[config.mk]
export PLATFORM = sky130hd
export DESIGN_NAME = pwmdac_channel
export DESIGN_NICKNAME = d
export VERILOG_FILES = /design/src/rtl/pwmdac_pkg.sv /design/src/rtl/pwmdac_ctrl.sv /design/src/rtl/pwmdac_datapath.sv /design/src/rtl/pwmdac_channel.sv
export SDC_FILE = /design/constraint.sdc
export NUM_CORES = 1
export LEC_CHECK = 0
export BUFFER_PORTS_ARGS = -buffer_cell sky130_fd_sc_hd__buf_2
export CAP_MARGIN = 20
export CORE_UTILIZATION = 60
export DETAILED_ROUTE_END_ITERATION = 7
export GPL_TIMING_DRIVEN = 0
export PLACE_DENSITY = 0.92
export SYNTH_ARGS = -nofsm -noshare
export SYNTH_HDL_FRONTEND = slang
export SYNTH_HIERARCHICAL = 1
export SYNTH_SLANG_ARGS = --single-unit
[constraint.sdc]
create_clock -name clk -period 6.1 [get_ports clk]
set_input_delay 0 -clock clk [delete_from_list [all_inputs] [get_ports clk]]
set_output_delay 0 -clock clk [all_outputs]
set_load 0.03 [all_outputs]
[src/rtl/pwmdac_pkg.sv]
package pwmdac_pkg;
  parameter int CNT_W = 14;

  // Configuration and strobes handed from the register file to the datapath.
  typedef struct packed {
    logic             cntLoad;
    logic [CNT_W-1:0] cntVal;
    logic             run;
    logic             outEn;
    logic             mode12;
    logic             carSel;
    logic [CNT_W-1:0] level;
  } dpCmd_t;
endpackage

[src/rtl/pwmdac_ctrl.sv]
module pwmdac_ctrl
  import pwmdac_pkg::*;
#(
  parameter int FINE_IGN = 2
) (
  input  logic               clk,
  input  logic               rstN,
  input  logic               wrEn,
  input  logic               regSlot,
  input  logic [CNT_W+1:0]   wrData,
  input  logic [CNT_W-1:0]   cnt,
  output logic [CNT_W+1:0]   rdData,
  output dpCmd_t             cmd
);
  localparam int BUS_W = CNT_W + 2;
  localparam logic [CNT_W-1:0] LOW_MASK = CNT_W'((1 << FINE_IGN) - 1);

  logic [CNT_W-1:0] levelReg;
  logic             carSel;
  logic             viewSel;
  logic             outEn;
  logic             runEn;
  logic             mode12;

  always_ff @(posedge clk or negedge rstN) begin
    if (!rstN) begin
      levelReg <= '1;
      carSel   <= 1'b1;
      viewSel  <= 1'b1;
      outEn    <= 1'b0;
      runEn    <= 1'b0;
      mode12   <= 1'b0;
    end else if (wrEn && !regSlot) begin
      carSel  <= wrData[1];
      viewSel <= wrData[0];
      if (!viewSel) begin
        levelReg <= wrData[BUS_W-1:2] & ~(mode12 ? LOW_MASK : '0);
      end else begin
        outEn  <= wrData[BUS_W-1];
        runEn  <= wrData[BUS_W-2];
        mode12 <= wrData[BUS_W-3];
        if (wrData[BUS_W-3]) levelReg <= levelReg & ~LOW_MASK;
      end
    end
  end

  always_comb begin
    rdData = '0;
    if (!regSlot) begin
      if (!viewSel) rdData = {levelReg, carSel, viewSel};
      else rdData = {outEn, runEn, mode12, {(BUS_W-5){1'b0}}, carSel, viewSel};
    end else if (viewSel) begin
      rdData = {cnt, 2'b00};
    end
  end

  always_comb begin
    cmd.cntLoad = wrEn && regSlot && viewSel;
    cmd.cntVal  = wrData[BUS_W-1:2];
    cmd.run     = runEn;
    cmd.outEn   = outEn;
    cmd.mode12  = mode12;
    cmd.carSel  = carSel;
    cmd.level   = levelReg;
  end

  AST_MODE12_CLEAN: assert property (@(posedge clk) disable iff (!rstN)
    mode12 |-> ((levelReg & LOW_MASK) == '0));
endmodule

[src/rtl/pwmdac_datapath.sv]
module pwmdac_datapath
  import pwmdac_pkg::*;
#(
  parameter int SHORT_POS_W = 6,
  parameter int LONG_POS_W  = 8,
  parameter int FINE_IGN    = 2
) (
  input  logic             clk,
  input  logic             rstN,
  input  logic             tickEn,
  input  dpCmd_t           cmd,
  output logic [CNT_W-1:0] cnt,
  output logic             pwmOut
);
  localparam logic [CNT_W-1:0] CNT_MAX = '1;

  logic [CNT_W-1:0] actLevel;
  logic             actCar;
  logic             actMode;
  logic             wrap;
  logic [1:0]       lvl;

  assign wrap = cmd.run && tickEn && !cmd.cntLoad && (cnt == CNT_MAX);

  always_ff @(posedge clk or negedge rstN) begin
    if (!rstN) begin
      cnt <= '0;
    end else if (cmd.cntLoad) begin
      cnt <= cmd.cntVal;
    end else if (cmd.run && tickEn) begin
      cnt <= cnt + 1'b1;
    end
  end

  // Shadow copy: follows the registers while idle, reloads at wrap while running.
  always_ff @(posedge clk or negedge rstN) begin
    if (!rstN) begin
      actLevel <= '1;
      actCar   <= 1'b1;
      actMode  <= 1'b0;
    end else if (!cmd.run || wrap) begin
      actLevel <= cmd.level;
      actCar   <= cmd.carSel;
      actMode  <= cmd.mode12;
    end
  end

  for (genvar v = 0; v < 2; v++) begin : g_car
    localparam int P = (v == 0) ? SHORT_POS_W : LONG_POS_W;
    localparam int F = CNT_W - P;
    logic [P-1:0] pos;
    logic [P-1:0] coarse;
    logic [F-1:0] idx;
    logic [F-1:0] fine;
    logic [F-1:0] rev;
    logic         extra;
    logic         lvlV;
    always_comb begin
      pos    = cnt[P-1:0];
      idx    = cnt[CNT_W-1:P];
      coarse = actLevel[CNT_W-1:F];
      fine   = actLevel[F-1:0];
      for (int i = 0; i < F; i++) rev[i] = idx[F-1-i];
      if (actMode) extra = (fine >> FINE_IGN) > (rev >> FINE_IGN);
      else extra = fine > rev;
      lvlV = (coarse != '0) && ({1'b0, pos} < ({1'b0, coarse} + {{P{1'b0}}, extra}));
    end
    assign lvl[v] = lvlV;
  end

  assign pwmOut = cmd.outEn && (actCar ? lvl[1] : lvl[0]);

  AST_CNT_STEP: assert property (@(posedge clk) disable iff (!rstN)
    (cmd.run && tickEn && !cmd.cntLoad && cnt != CNT_MAX) |=> (cnt == $past(cnt) + 1'b1));
  AST_CNT_WRAP: assert property (@(posedge clk) disable iff (!rstN)
    wrap |=> (cnt == '0));
  AST_CNT_LOAD: assert property (@(posedge clk) disable iff (!rstN)
    cmd.cntLoad |=> (cnt == $past(cmd.cntVal)));
  AST_SHADOW_HOLD: assert property (@(posedge clk) disable iff (!rstN)
    (cmd.run && !wrap) |=> ($stable(actLevel) && $stable(actCar) && $stable(actMode)));
endmodule

[src/rtl/pwmdac_channel.sv]
module pwmdac_channel
  import pwmdac_pkg::*;
#(
  parameter int SHORT_POS_W = 6,
  parameter int LONG_POS_W  = 8,
  parameter int FINE_IGN    = 2
) (
  input  logic         clk,
  input  logic         rstN,
  input  logic         tickEn,
  input  logic         wrEn,
  input  logic         regSlot,
  input  logic [15:0]  wrData,
  output logic [15:0]  rdData,
  output logic         pwmOut
);
  dpCmd_t           cmd;
  logic [CNT_W-1:0] cnt;

  pwmdac_ctrl #(.FINE_IGN(FINE_IGN)) u_ctrl (
    .clk(clk), .rstN(rstN), .wrEn(wrEn), .regSlot(regSlot),
    .wrData(wrData), .cnt(cnt), .rdData(rdData), .cmd(cmd)
  );

  pwmdac_datapath #(
    .SHORT_POS_W(SHORT_POS_W), .LONG_POS_W(LONG_POS_W), .FINE_IGN(FINE_IGN)
  ) u_dp (
    .clk(clk), .rstN(rstN), .tickEn(tickEn), .cmd(cmd), .cnt(cnt), .pwmOut(pwmOut)
  );
endmodule

Yosys cells after proc, flatten, opt, wreduce, memory -nomap -nowiden
Index checks and enable logic that the tools add are counted.

Add/subtract/negate cells: 3. Multipliers: 0. Div/mod/pow operators: 0. Magnitude comparators: 6. Equality and inequality tests: 2. Shift operators: 0. Mux-type cells: 11. Bitwise gates (word level): 3. Reductions and logical operators: 19.

Operators by type and width (count): two-way mux 16 bit (3); two-way mux 14 bit (3); adder 14 x 1 -> 14 bit (second input constant) (1); AND 14 bit (1); equality test 14 bit (second input constant) (1); NOT 14 bit (1); greater-than comparator 6 bit (2); adder 8 x 1 -> 9 bit (1); logical AND 1 bit (9); < comparator 8 x 9 -> 1 bit (1); greater-than comparator 8 bit (1); nonzero test 8 bit (1); adder 6 x 1 -> 7 bit (1); < comparator 6 x 7 -> 1 bit (1); AND reduction 2 bit (3); nonzero test 6 bit (1); greater-than comparator 4 bit (1); two-way mux 2 bit (2); logical NOT 1 bit (3); two-way mux 1 bit (3); != test 2 bit (second input constant) (1); nonzero test 2 bit (1); logical OR 1 bit (1); NOT 1 bit (1).

Bits in registers: 49. Bits in latches: 0. RAM bits: 0. ROM bits: 0. Input bits: 21. Word-level logic and storage cells: 55. Memories: 0.

Logic depth before layout (Yosys ltp)
Gate-level depths: netlist of the first run.

Word-level depth: 7. Gate-level depth with buffers: 16. Gate-level depth less buffers: 16.

Hierarchy
Netlist of the first run, hierarchy kept.

By module, submodules not included: pwmdac_datapath (times used 1, cells an instance 224, area an instance 2225.9 um2); pwmdac_ctrl (times used 1, cells an instance 95, area an instance 1101.1 um2).

Worst setup path after synthesis of the first run
OpenSTA, ideal clock, no wires.

Path kind: flip-flop to output port. Start: reg u_dp.actLevel[0]. End: out pwmOut. Arrival time: 3430 ps. Required time: 6100 ps. Setup slack: 2670 ps. Cell stages (with the launch flop): 16. Path through: dfstp_2 inv_1 ha_1 a21o_1 nand3_1 nor2_1 o22ai_1 ha_1 nand4_1 nor2_1 xnor2_1 ha_1 and3_1 a221oi_1 a211oi_1 a211oi_1.

Longest elaborated chain between the ends: 7.

Ends and longest elaborated chain: start, declared (RTL line pwmdac_datapath.sv:17) `logic [CNT_W-1:0] actLevel;`; start signal, assigned (RTL line pwmdac_datapath.sv:42) `actLevel <= cmd.level;`; greater-than comparator 6 bit or greater-than comparator 8 bit (tied branches) (RTL line pwmdac_datapath.sv:65) `else extra = fine > rev;`; two-way mux 1 bit (RTL line pwmdac_datapath.sv:64) `if (actMode) extra = (fine >> FINE_IGN) > (rev >> FINE_IGN);`; adder 8 x 1 -> 9 bit or adder 6 x 1 -> 7 bit (tied branches) (RTL line pwmdac_datapath.sv:66) `lvlV = (coarse != '0) && ({1'b0, pos} < ({1'b0, coarse} + {{P{1'b0}}, extra}));`; < comparator 8 x 9 -> 1 bit or < comparator 6 x 7 -> 1 bit (tied branches) (RTL line pwmdac_datapath.sv:66); logical AND 1 bit (RTL line pwmdac_datapath.sv:66); two-way mux 1 bit (*) (RTL line pwmdac_datapath.sv:71) `assign pwmOut = cmd.outEn && (actCar ? lvl[1] : lvl[0]);`; logical AND 1 bit (*) (RTL line pwmdac_datapath.sv:71); end, declared (RTL line pwmdac_channel.sv:15) `output logic pwmOut`.

Mark *: on every way between the ends. The rest lies on a longest branch, timed or not.

Worst setup path in the final report of the first run
Start: reg u_dp.cnt[12]. End: out pwmOut.

Longest elaborated chain between the ends: 7.

Ends and longest elaborated chain: start, declared (RTL line pwmdac_datapath.sv:12) `output logic [CNT_W-1:0] cnt,`; start signal, assigned (RTL line pwmdac_datapath.sv:29) `cnt <= cmd.cntVal;`; start signal, assigned (RTL line pwmdac_datapath.sv:31) `cnt <= cnt + 1'b1;`; greater-than comparator 6 bit or greater-than comparator 8 bit (tied branches) (RTL line pwmdac_datapath.sv:65); two-way mux 1 bit (RTL line pwmdac_datapath.sv:64); adder 8 x 1 -> 9 bit or adder 6 x 1 -> 7 bit (tied branches) (RTL line pwmdac_datapath.sv:66); < comparator 8 x 9 -> 1 bit or < comparator 6 x 7 -> 1 bit (tied branches) (RTL line pwmdac_datapath.sv:66); logical AND 1 bit (RTL line pwmdac_datapath.sv:66); two-way mux 1 bit (*) (RTL line pwmdac_datapath.sv:71); logical AND 1 bit (*) (RTL line pwmdac_datapath.sv:71).

Marked as above.

==> impl_metrics.tcl, run 1 <==
set metrics [dict create \
    outcome "completed" \
    synth_xor_area_share_pct 6.32 \
    seq_area_frac_synth_pct 38.0 \
    nets 429 \
    tns_ns 0 \
    grt_pass1_vias 2929 \
    power.internal_mw 1.03 \
    fmax_mhz 254 \
    ys_warn_count 6 \
    drive_above_1_share_pct 36.4 \
    critPathKind "reg -> out" \
    cp_common_cell "ha_1" \
    synthAdderAreaFrac_pct 10.2 \
    core_um2 5240 \
    drt_first_pass_iters 5 \
    cts_buffers 5 \
    areaGrowthSynthToFinish_pct 17.4 \
    clock_skew_ns 0.00843 \
    route.detailed.drc 0 \
    cts_buffer_depth 2 \
    worstMarginPinSlew_ns 1.00 \
    cts_tree "built" \
    place_congestion 0.875 \
    final.min_clock_period_ns 3.94 \
    die_x_um 76.5 \
    synth-compound-area-share_pct 11.4 \
    hold_viol_final 0 \
    wl_per_cell_um 19.3 \
    netlist_area_um2 3330 \
    comb_power_share_pct 49.8 \
    setup_slack_ns 2.16 \
    p_per_area_nw_per_um2 449 \
    antenna_found_initial 0 \
    path_max_fanout 4 \
    hp-class "in -> reg" \
    worstPathCellList "inv_1 -> ha_1 -> nor2b_1 -> o21ai_0 -> nand2_1 -> a31oi_1 -> a21oi_1 -> ha_1 -> ha_1 -> xnor2_1 -> ha_1 -> a21oi_1 -> o21ai_0 -> a31oi_1 -> o21ai_0 -> a211oi_1 -> buf_2" \
    rsz0062_at_grt "false" \
    cts.reportedPaths.clkPinSlew_ns 0.09 \
    synth_top_family_by_area "simple AND/OR/NAND/NOR gates" \
    stdcell_area_um2 3910 \
    synth-async-reset-ratio_pct 100 \
    grt_util_all_layers_pct 31.4 \
    ys_types 45 \
    p_leak_nw 1.81 \
    final.fill_count 319 \
    crit_required_ns 6.10 \
    total_power_mw 1.75 \
    arrival_ns 3.94 \
    cap_violations 0 \
    grt_overflow 0 \
    sw_frac_of_total_pct 41.2 \
    final_max_slew_viol_count 0 \
    rows 26 \
    io_pins 38 \
    seq_area_um2 1260 \
    synth_top_flop_cell "dfstp_2" \
    grt_pass1_wl_mm 14.2 \
    final_core_util_pct 74.6 \
    portBuffers 37 \
    finalCritPeriodShare_pct 64.5 \
    syn_nets 367 \
    initial_core_util_pct 63.5 \
    antenna_cells 0 \
    p_switching_mw 0.723 \
    start_kind "flip-flop" \
    slew_headroom_pct 32.7 \
    multi_input_comb_area_um2 1800 \
    die_h_um 76.5 \
    fp.dieArea_um2 5850 \
    viasPerCell 6.15 \
    dp_slack_ns 2.64 \
    worst_setup_path_end_kind "primary output" \
    dpl_cell_area_um2 3600 \
    cpMaxStageDelayCell "dfrtp_1" \
    synth_edf_count 0 \
    avgSynthCellArea_um2 10.4 \
    ir_worst_vdd_v 0.000268 \
    syn_inst 319 \
    vias 2780 \
    clkLatencyLatePin_ns 0.31 \
    wl_mm 8.74 \
    cts_sinks 49 \
    setup_viol_count_final 0 \
    ys_seq_elements 49 \
    post_cts_buffers 0 \
    cts-htree-levels 2 \
    dp_hpwl_mm 5.64 \
    root_buffer "clkbuf_8" \
    p_clk_share_pct 13.9 \
    drtIter0Drc 259 \
    yosys.area_share.simple_pct 13.5 \
    synth_mux_area_share_pct 12.8 \
    ant_nets 0 \
    p_seq_share_pct 36.3 \
    cpPeakStageDelay_ns 0.46 \
    grt_max_degree 50 \
]
[layout by cell type, fill, tap and decap left out, drive strengths merged, types with 4 or more instances in the layout]
cell,synthesis,layout
dfrtp,18,18
a21oi,5,5
clkbuf,7,14
nor2b,5,5
a22o,13,13
and3,7,7
o21ai,24,24
nor2,9,9
a21o,6,6
nand4,4,4
dlygate4sd3,0,17
buf,23,61
inv,12,12
dfstp,31,31
nand2,37,37
mux2i,4,4
ha,27,27
mux2,31,31
xor2,9,9
nand3,13,13
xnor2,15,15
[flip-flops by register name, indices dropped and copies added (netlist names)]
name,cells
u_dp/actMode,1
u_ctrl/mode12,1
u_ctrl/levelReg,14
u_dp/actLevel,14
u_ctrl/outEn,1
u_ctrl/viewSel,1
u_ctrl/carSel,1
u_dp/cnt,14
u_ctrl/runEn,1
u_dp/actCar,1
[repair_timing]
action	CTS	global route
resized for setup	0	0
hold buffers	17	0
hold endpoints to repair	38	0
[synthesized netlist by cell type (2+ instances only)]
library cell / instances / area (um2)
a211oi_1: 2 / 15.0
mux2i_1: 4 / 40.0
ha_1: 27 / 338
buf_2: 2 / 10.0
inv_1: 12 / 45.0
a21oi_1: 5 / 25.0
dfstp_2: 31 / 815
buf_6: 2 / 22.5
xor2_1: 9 / 78.8
nand4_1: 4 / 25.0
mux2_2: 21 / 236
clkbuf_1: 7 / 26.3
buf_4: 18 / 135
mux2_4: 10 / 150
nor3_1: 2 / 10.0
dfrtp_1: 18 / 450
a31oi_1: 2 / 12.5
a21o_1: 6 / 45.0
o21ai_0: 23 / 115
and3_1: 5 / 31.3
a22o_1: 13 / 114
xnor2_1: 15 / 131
nor2_1: 8 / 30.0
nand3_1: 12 / 60.1
nand2_1: 37 / 139
o22ai_1: 2 / 12.5
nor2b_1: 4 / 25.0
[power groups by stage]
stage / registers (mW) / clock network [mW] / logic (mW)
final: 0.637 / 0.244 / 0.874
after global routing: 0.652 / 0.260 / 0.946
after CTS: 0.629 / 0.244 / 0.848
after detailed placement: 0.633 / 0 / 0.813
after global placement: 0.624 / 0 / 0.751
after floorplan: 0.578 / 0 / 0.641
[layer usage]
layer  up-vias  GRT usage, %  share of wire (%)
met5         -             0                  0
met2       170          51.4                 48
li1       1230             -                  -
met1      1335          38.9                 39
met3        45          6.71                8.5
met4         0          16.5                4.0
[worst max-delay path: cells and delay by family (launching register included)]
family	cells	cell delay (ns)
simple gates	2	0.22
buf+inv	2	0.34
flops	1	0.46
compound gates	8	1.38
fa+ha+maj	4	1.05
xor+xnor	1	0.19
[final timing paths]
check                                                      end  depth (start not counted)                      start  slack (ns)
worst min register to register       u_ctrl/carSel$_DFFE_PN1P_                          2  u_ctrl/carSel$_DFFE_PN1P_        0.49
max in group asynchronous       u_ctrl/levelReg[7]$_DFFE_PN1P_                          3                       rstN        5.40
min in group asynchronous             u_ctrl/outEn$_DFFE_PN0P_                          2                       rstN        0.12
worst min-delay path                 u_ctrl/carSel$_DFFE_PN1P_                          4                       wrEn        0.04
worst max register to register        u_dp/cnt[13]$_DFFE_PN0P_                          5    u_dp/cnt[2]$_DFFE_PN0P_        3.78
worst max-delay path                                    pwmOut                         17   u_dp/cnt[12]$_DFFE_PN0P_        2.16
[area by class of cell]
type,count,share of cell area [%]
Multi-Input combinational cell,228,46.2
Sequential cell,49,32.4
Buffer,30,5.48
Tap cell,70,2.24
Clock buffer,7,2.21
Timing Repair Buffer,55,9.61
Clock inverter,1,0.769
Inverter,12,1.15
[cell families (layout without fill, tap and decap cells)]
group	after synthesis	count (layout)
AOI/OAI and AO/OA	57	57
xor gates and xnor gates	24	24
DFF	49	49
adders and majority gates	27	27
and+or+nand+nor	85	85
buffers and inverters	42	105
muxes	35	35
[stage by stage]
stage	instances	hold WS, ns
6_report	452	0.0372
5_1_grt	452	0.0473
4_1_cts	451	0.0317
3_5_place_dp	426	0.209
3_3_place_gp	426	0.192
2_1_floorplan	319	-0.296
No activity file was read; power rests on OpenSTA's default activity.
==> run 2, diff against run 1 <==
--- a/config.mk
+++ b/config.mk
@@ -5,12 +5,13 @@
 export SDC_FILE = /design/constraint.sdc
 export NUM_CORES = 1
 export LEC_CHECK = 0
+export ABC_AREA = 1
 export BUFFER_PORTS_ARGS = -buffer_cell sky130_fd_sc_hd__buf_2
 export CAP_MARGIN = 20
 export CORE_UTILIZATION = 60
 export DETAILED_ROUTE_END_ITERATION = 7
 export GPL_TIMING_DRIVEN = 0
-export PLACE_DENSITY = 0.92
+export PLACE_DENSITY = 0.91
 export SYNTH_ARGS = -nofsm -noshare
 export SYNTH_HDL_FRONTEND = slang
 export SYNTH_HIERARCHICAL = 1
==> constraint.sdc (replaced) <==
create_clock -name clk -period 3.8 [get_ports clk]
set_input_delay 0 -clock clk [delete_from_list [all_inputs] [get_ports clk]]
set_output_delay 0 -clock clk [all_outputs]
set_load 0.03 [all_outputs]
==> impl_metrics.tcl, run 2 <==
set metrics [dict create \
    fmax_mhz 277 \
    synth-async-reset-ratio_pct 100 \
    outcome "completed" \
    initial_core_util_pct 62.0 \
    nets 605 \
    p_per_area_nw_per_um2 658 \
    critPathKind "reg -> out" \
    cts_sinks 49 \
    comb_power_share_pct 49.5 \
    yosysTopAreaCellShare_pct 22.2 \
    grt_max_degree 50 \
    stdcell_area_um2 4380 \
    reg2reg_from "u_ctrl/viewSel$_DFFE_PN1P_" \
    synth_xor_area_share_pct 2.39 \
    seq_area_frac_synth_pct 34.5 \
    final_core_util_pct 73.9 \
    worst_setup_path_end_kind "primary output" \
    root_buffer "clkbuf_8" \
    wl_mm 10.7 \
    wl_per_cell_um 16.9 \
    synth_edf_count 0 \
    drive_above_1_share_pct 27.4 \
    reg_top3 "u_ctrl/levelReg: 14 flops, u_dp/actLevel: 14 flops, u_dp/cnt: 14 flops" \
    start_kind "flip-flop" \
    core_um2 5920 \
    netlist_area_um2 3670 \
    timing.hold.ws_ns 0.0362 \
    cts-htree-levels 2 \
    ys_types 40 \
    p_leak_nw 2.23 \
    arrival_ns 3.61 \
    rows 28 \
    hold_viol_final 0 \
    final_max_slew_viol_count 0 \
    final_common_cell "nand2_1" \
    slew_headroom_pct 69.1 \
    cts_tree "built" \
    grt_pass1_vias 3385 \
    cts.reportedPaths.clkPinSlew_ns 0.09 \
    drt_first_pass_iters 6 \
    areaGrowthSynthToFinish_pct 19.3 \
    hp-start "wrEn" \
    crit_required_ns 3.80 \
    final.min_clock_period_ns 3.61 \
    p_seq_share_pct 34.9 \
    ant_nets 0 \
    fp.dieArea_um2 6430 \
    syn_nets 536 \
    grt_overflow 0 \
    die_h_um 80.2 \
    total_power_mw 2.88 \
    yosys-top-cells-area "dfstp_2 22%, nand2_1 17%, dfrtp_1 12%" \
    ir_worst_vdd_v 0.000430 \
    syn_inst 488 \
    crit_start "u_dp/cnt[10]$_DFFE_PN0P_" \
    sw_frac_of_total_pct 45.1 \
    ys_warn_count 6 \
    synth_mux_area_share_pct 0 \
    synth_top_area_cell "dfstp_2" \
    p_clk_share_pct 15.5 \
    power.internal_mw 1.58 \
    grt_pass1_wl_mm 15.7 \
    setup_viol_count_final 0 \
    dpl_cell_area_um2 3940 \
    synth_top_flop_cell "dfstp_2" \
    clock_skew_ns 0.00708 \
    p_switching_mw 1.30 \
    finalCritPeriodShare_pct 95.1 \
    grt_util_all_layers_pct 32.1 \
    ys_seq_elements 49 \
    final_cell_mix "169 x nand2_1, 45 x nand3_1, 38 x inv_1, 36 x buf_2, 31 x dfstp_2" \
    portBuffers 36 \
    place_congestion 0.898 \
    path_max_fanout 3 \
    hp-class "in -> reg" \
    antenna_found_initial 1 \
    final.fill_count 412 \
    ys_top_cells_by_count "169 x nand2_1, 45 x nand3_1, 39 x inv_1" \
    vias 3728 \
    reg2reg_slack_ns 1.48 \
    synth-compound-area-share_pct 8.56 \
    io_pins 38 \
    viasPerCell 5.88 \
    route.detailed.drc 0 \
    cts_buffers 5 \
    synth_top_family_by_area "simple AND/OR/NAND/NOR gates" \
    die_x_um 80.2 \
    cts_buffer_depth 2 \
    yosys.area_share.simple_pct 33.7 \
    drtIter0Drc 386 \
    synth_most_common_cell "nand2_1" \
    synthAdderAreaFrac_pct 9.21 \
    cap_violations 0 \
    dp_hpwl_mm 6.78 \
    clkLatencyLatePin_ns 0.31 \
    avgSynthCellArea_um2 7.52 \
    worstMarginPinSlew_ns 0.462 \
]
[run 2: cell count changes after synthesis, sizes merged, moves of 6 or more]
cell,before,now
mux2,31,0
nor2,9,33
nand3,13,47
and3,7,1
nand2,37,185
xnor2,15,4
a21oi,5,12
inv,12,41
a22o,13,0
o211ai,0,6
[run 2: cell type report]
type | count | area [um2] | area share (%)
clock buffers | 5 | 68.8 | 1.57
diodes | 1 | 2.50 | 0.0572
plain buffers | 31 | 270 | 6.17
repair buffers | 62 | 440 | 10.1
well taps | 75 | 93.8 | 2.14
flip-flops and latches | 49 | 1270 | 29.0
inverters | 42 | 158 | 3.60
clock inverters | 3 | 65.1 | 1.49
multi-input cells | 366 | 2010 | 45.9
[run 2: worst paths after layout]
kind / endpoint / depth (start not counted)
max: pwmOut / 21
max reg2reg: u_dp/cnt[2]$_DFFE_PN0P_ / 8
min in group asynchronous: u_dp/cnt[0]$_DFFE_PN0P_ / 2
max in group asynchronous: u_ctrl/levelReg[13]$_DFFE_PN1P_ / 3
min: u_ctrl/levelReg[12]$_DFFE_PN1P_ / 3
min reg2reg: u_dp/actLevel[7]$_DFFE_PN1P_ / 2
[run 2: cells by family (layout without fill, tap and decap cells)]
kind of cell / after synthesis / after routing
AOI/OAI and AO/OA: 51 / 51
adders and majority gates: 27 / 27
DFF: 49 / 49
other: 0 / 1
xor gates and xnor gates: 10 / 10
buffers and inverters: 73 / 143
and+or+nand+nor: 278 / 278
[run 2: per-stage QoR]
step                      TNS, ns  setup slack, ns  std cells
after floorplan                 0            0.727        488
after global placement          0            0.577        599
after detailed placement        0            0.444        599
after CTS                       0            0.107        627
after global routing      -0.0672          -0.0672        634
final                           0            0.186        634
[run 2: routing by layer]
layer / up-vias / part of all wire, % / GRT usage, %
met1: 1735 / 38 / 39.3
met4: 0 / 3.8 / 9.82
li1: 1689 / - / -
met3: 51 / 8.8 / 5.34
met5: - / 0 / 0
met2: 253 / 50 / 57.5
[run 2: timing repair]
item | CTS | global route
buffers inserted | 0 | 5
hold buffers | 20 | 0
resized for setup | 0 | 15
endpoints found under the hold margin | 37 | 0
endpoints found under the setup margin | 0 | 1
[run 2: worst max-delay path, stage by stage, from the launching register on]
cell	delay (ns)
dfrtp_1	0.41
inv_1	0.10
ha_1	0.34
inv_1	0.08
o21ai_2	0.14
a21oi_1	0.10
a21oi_1	0.12
nand2_1	0.06
nand2_1	0.10
ha_1	0.16
ha_2	0.19
nand3_1	0.13
nor2_2	0.17
xor2_1	0.18
ha_1	0.26
a21o_1	0.16
a21oi_1	0.13
nand2_1	0.11
nand2_1	0.07
nand2_1	0.04
nor2_1	0.08
buf_4	0.16
[run 2: power groups by stage]
stage               logic [mW]  registers [mW]  clock network, mW
global route              1.59            1.02              0.468
CTS                       1.29           0.982              0.448
detailed placement        1.26           0.989                  0
global placement          1.19           0.980                  0
floorplan                0.992           0.899                  0
finish                    1.43            1.01              0.448
==> run 3, diff against run 2 <==
--- a/config.mk
+++ b/config.mk
@@ -8,7 +8,9 @@
 export ABC_AREA = 1
 export BUFFER_PORTS_ARGS = -buffer_cell sky130_fd_sc_hd__buf_2
 export CAP_MARGIN = 20
+export CORE_MARGIN = 1
 export CORE_UTILIZATION = 60
+export CTS_CLUSTER_SIZE = 8
 export DETAILED_ROUTE_END_ITERATION = 7
 export GPL_TIMING_DRIVEN = 0
 export PLACE_DENSITY = 0.91
==> constraint.sdc (replaced) <==
create_clock -name clk -period 4.68 [get_ports clk]
set_input_delay 0 -clock clk [delete_from_list [all_inputs] [get_ports clk]]
set_output_delay 0 -clock clk [all_outputs]
set_load 0.03 [all_outputs]
==> impl_metrics.tcl, run 3 (synthesized netlist as in run 2, its figures left out) <==
set metrics [dict create \
    drt_first_pass_iters 7 \
    hold_viol_final 0 \
    ctsHoldBuffers 20 \
    final_max_slew_viol_count 0 \
    reg_top3 "u_ctrl/levelReg: 14 flops, u_dp/actLevel: 14 flops, u_dp/cnt: 14 flops" \
    antenna_found_initial 0 \
    tns_ns 0 \
    core_um2 5920 \
    use_met1_pct 39.3 \
    cts_buffers 5 \
    route.detailed.drc 0 \
    outcome "completed" \
    cts-htree-levels 2 \
    p_per_area_nw_per_um2 525 \
    cts.reportedPaths.clkPinSlew_ns 0.09 \
    cpPeakStageDelay_ns 0.48 \
    rows 28 \
    hp-class "in -> reg" \
    arrival_ns 3.77 \
    cts.repair.resized 0 \
    io_pins 38 \
    worstMarginPinSlew_ns 0.468 \
    start_kind "flip-flop" \
    setup_viol_count_final 0 \
    root_buffer "clkbuf_8" \
    wl_mm 10.2 \
    grt_overflow 0 \
    grt_max_degree 50 \
    wl_per_cell_um 16.3 \
    fmax_mhz 265 \
    stdcell_area_um2 4300 \
    portBuffers 36 \
    finalCritPeriodShare_pct 80.6 \
    path_max_fanout 7 \
    post_cts_buffers 0 \
    clock_skew_ns 0.00849 \
    busiest_layer "met2" \
    viasPerCell 5.73 \
    initial_core_util_pct 62.0 \
    slew_headroom_pct 68.8 \
    final.fill_count 425 \
    ant_nets 0 \
    cts_sinks 49 \
    crit_required_ns 4.68 \
    total_power_mw 2.26 \
    final_common_cell "nand2_1" \
    timing.hold.ws_ns 0.0494 \
    critPathKind "reg -> out" \
    worstPathCellList "inv_1 -> ha_1 -> nand2_1 -> inv_1 -> a21oi_1 -> a21oi_1 -> nand2_1 -> nand2_1 -> ha_1 -> ha_1 -> nand3_1 -> nor2_1 -> xor2_1 -> ha_1 -> a21o_1 -> a21oi_1 -> nand2_1 -> nand2_1 -> nand2_1 -> nor2_1 -> buf_2" \
    cp_common_cell "nand2_1" \
    rsz0062_at_grt "false" \
    worst_setup_path_end_kind "primary output" \
    antenna_cells 0 \
    cpMaxStageDelayCell "dfrtp_1" \
    vias 3596 \
    grt_util_all_layers_pct 32.1 \
    drtIter0Drc 318 \
    areaGrowthSynthToFinish_pct 17.1 \
    die_h_um 80.2 \
    cts_tree "built" \
    dpl_cell_area_um2 3940 \
    nets 600 \
    grt.met3_usage_pct 5.34 \
    clkLatencyLatePin_ns 0.31 \
    die_x_um 80.2 \
    final_cell_mix "169 x nand2_1, 45 x nand3_1, 39 x inv_1, 37 x buf_2, 31 x dfstp_2" \
    grt_pass1_wl_mm 15.7 \
    fp.dieArea_um2 6430 \
    place_congestion 0.898 \
    cts_buffer_depth 2 \
    cap_violations 0 \
    p_leak_nw 2.21 \
    grt.met2_usage_pct 57.5 \
    reg2reg_slack_ns 2.35 \
    ir_worst_vdd_v 0.000344 \
    dp_hpwl_mm 6.78 \
    grt_pass1_vias 3385 \
    drive_above_1_share_pct 24.6 \
    final.min_clock_period_ns 3.77 \
]
-- run 3: per-stage QoR --
stage                     instances  utilization, %  setup slack (ns)
after global routing            628            72.6             0.571
final                           628            72.6             0.907
after global placement          599            66.6              1.46
after CTS                       627            72.2             0.987
after detailed placement        599            66.6              1.32
after floorplan                 488               -              1.61
-- run 3: final timing paths --
kind                                                      from                              end  cells past startpoint
worst min-delay path                                      wrEn  u_ctrl/levelReg[12]$_DFFE_PN1P_                      3
worst max-delay path                   u_dp/cnt[8]$_DFFE_PN0P_                           pwmOut                     21
worst max register to register      u_ctrl/viewSel$_DFFE_PN1P_          u_dp/cnt[2]$_DFFE_PN0P_                      8
min in group asynchronous                                 rstN          u_dp/cnt[0]$_DFFE_PN0P_                      2
max in group asynchronous                                 rstN    u_dp/actLevel[11]$_DFFE_PN1P_                      3
worst min register to register  u_ctrl/levelReg[7]$_DFFE_PN1P_     u_dp/actLevel[7]$_DFFE_PN1P_                      2
-- run 3: area by class of cell --
type,count,area [um2],share of cell area (%)
Multi-Input combinational cell,366,1980,46.0
Sequential cell,49,1260,29.4
Timing Repair Buffer,57,400,9.32
Buffer,31,270,6.29
Inverter,42,158,3.67
Tap cell,75,93.8,2.18
Clock buffer,5,68.8,1.60
Clock inverter,3,65.1,1.51
-- run 3: worst max-delay path, delay by kind of cell, from the launching register on --
family,cells,cell delay [ns]
adder cells (fa/ha/maj),4,0.94
AND/OR/NAND/NOR,9,0.89
flip-flops,1,0.48
AO/OA/AOI/OAI,4,0.48
buffers and inverters,3,0.45
XOR/XNOR,1,0.20
-- run 3: power by group --
part / switching [mW] / leakage (nW) / internal, mW
logic: 0.651 / 1.60 / 0.432
clock network: 0.150 / 0.0681 / 0.212
registers: 0.209 / 0.543 / 0.604
total: 1.01 / 2.21 / 1.25
-- run 3: routing by layer --
metal | wire length [um] | vias to the layer above
li1 | - | 1682
met1 | 4000 | 1688
met2 | 5180 | 199
met3 | 805 | 27
met4 | 219 | 0
met5 | 0 | -
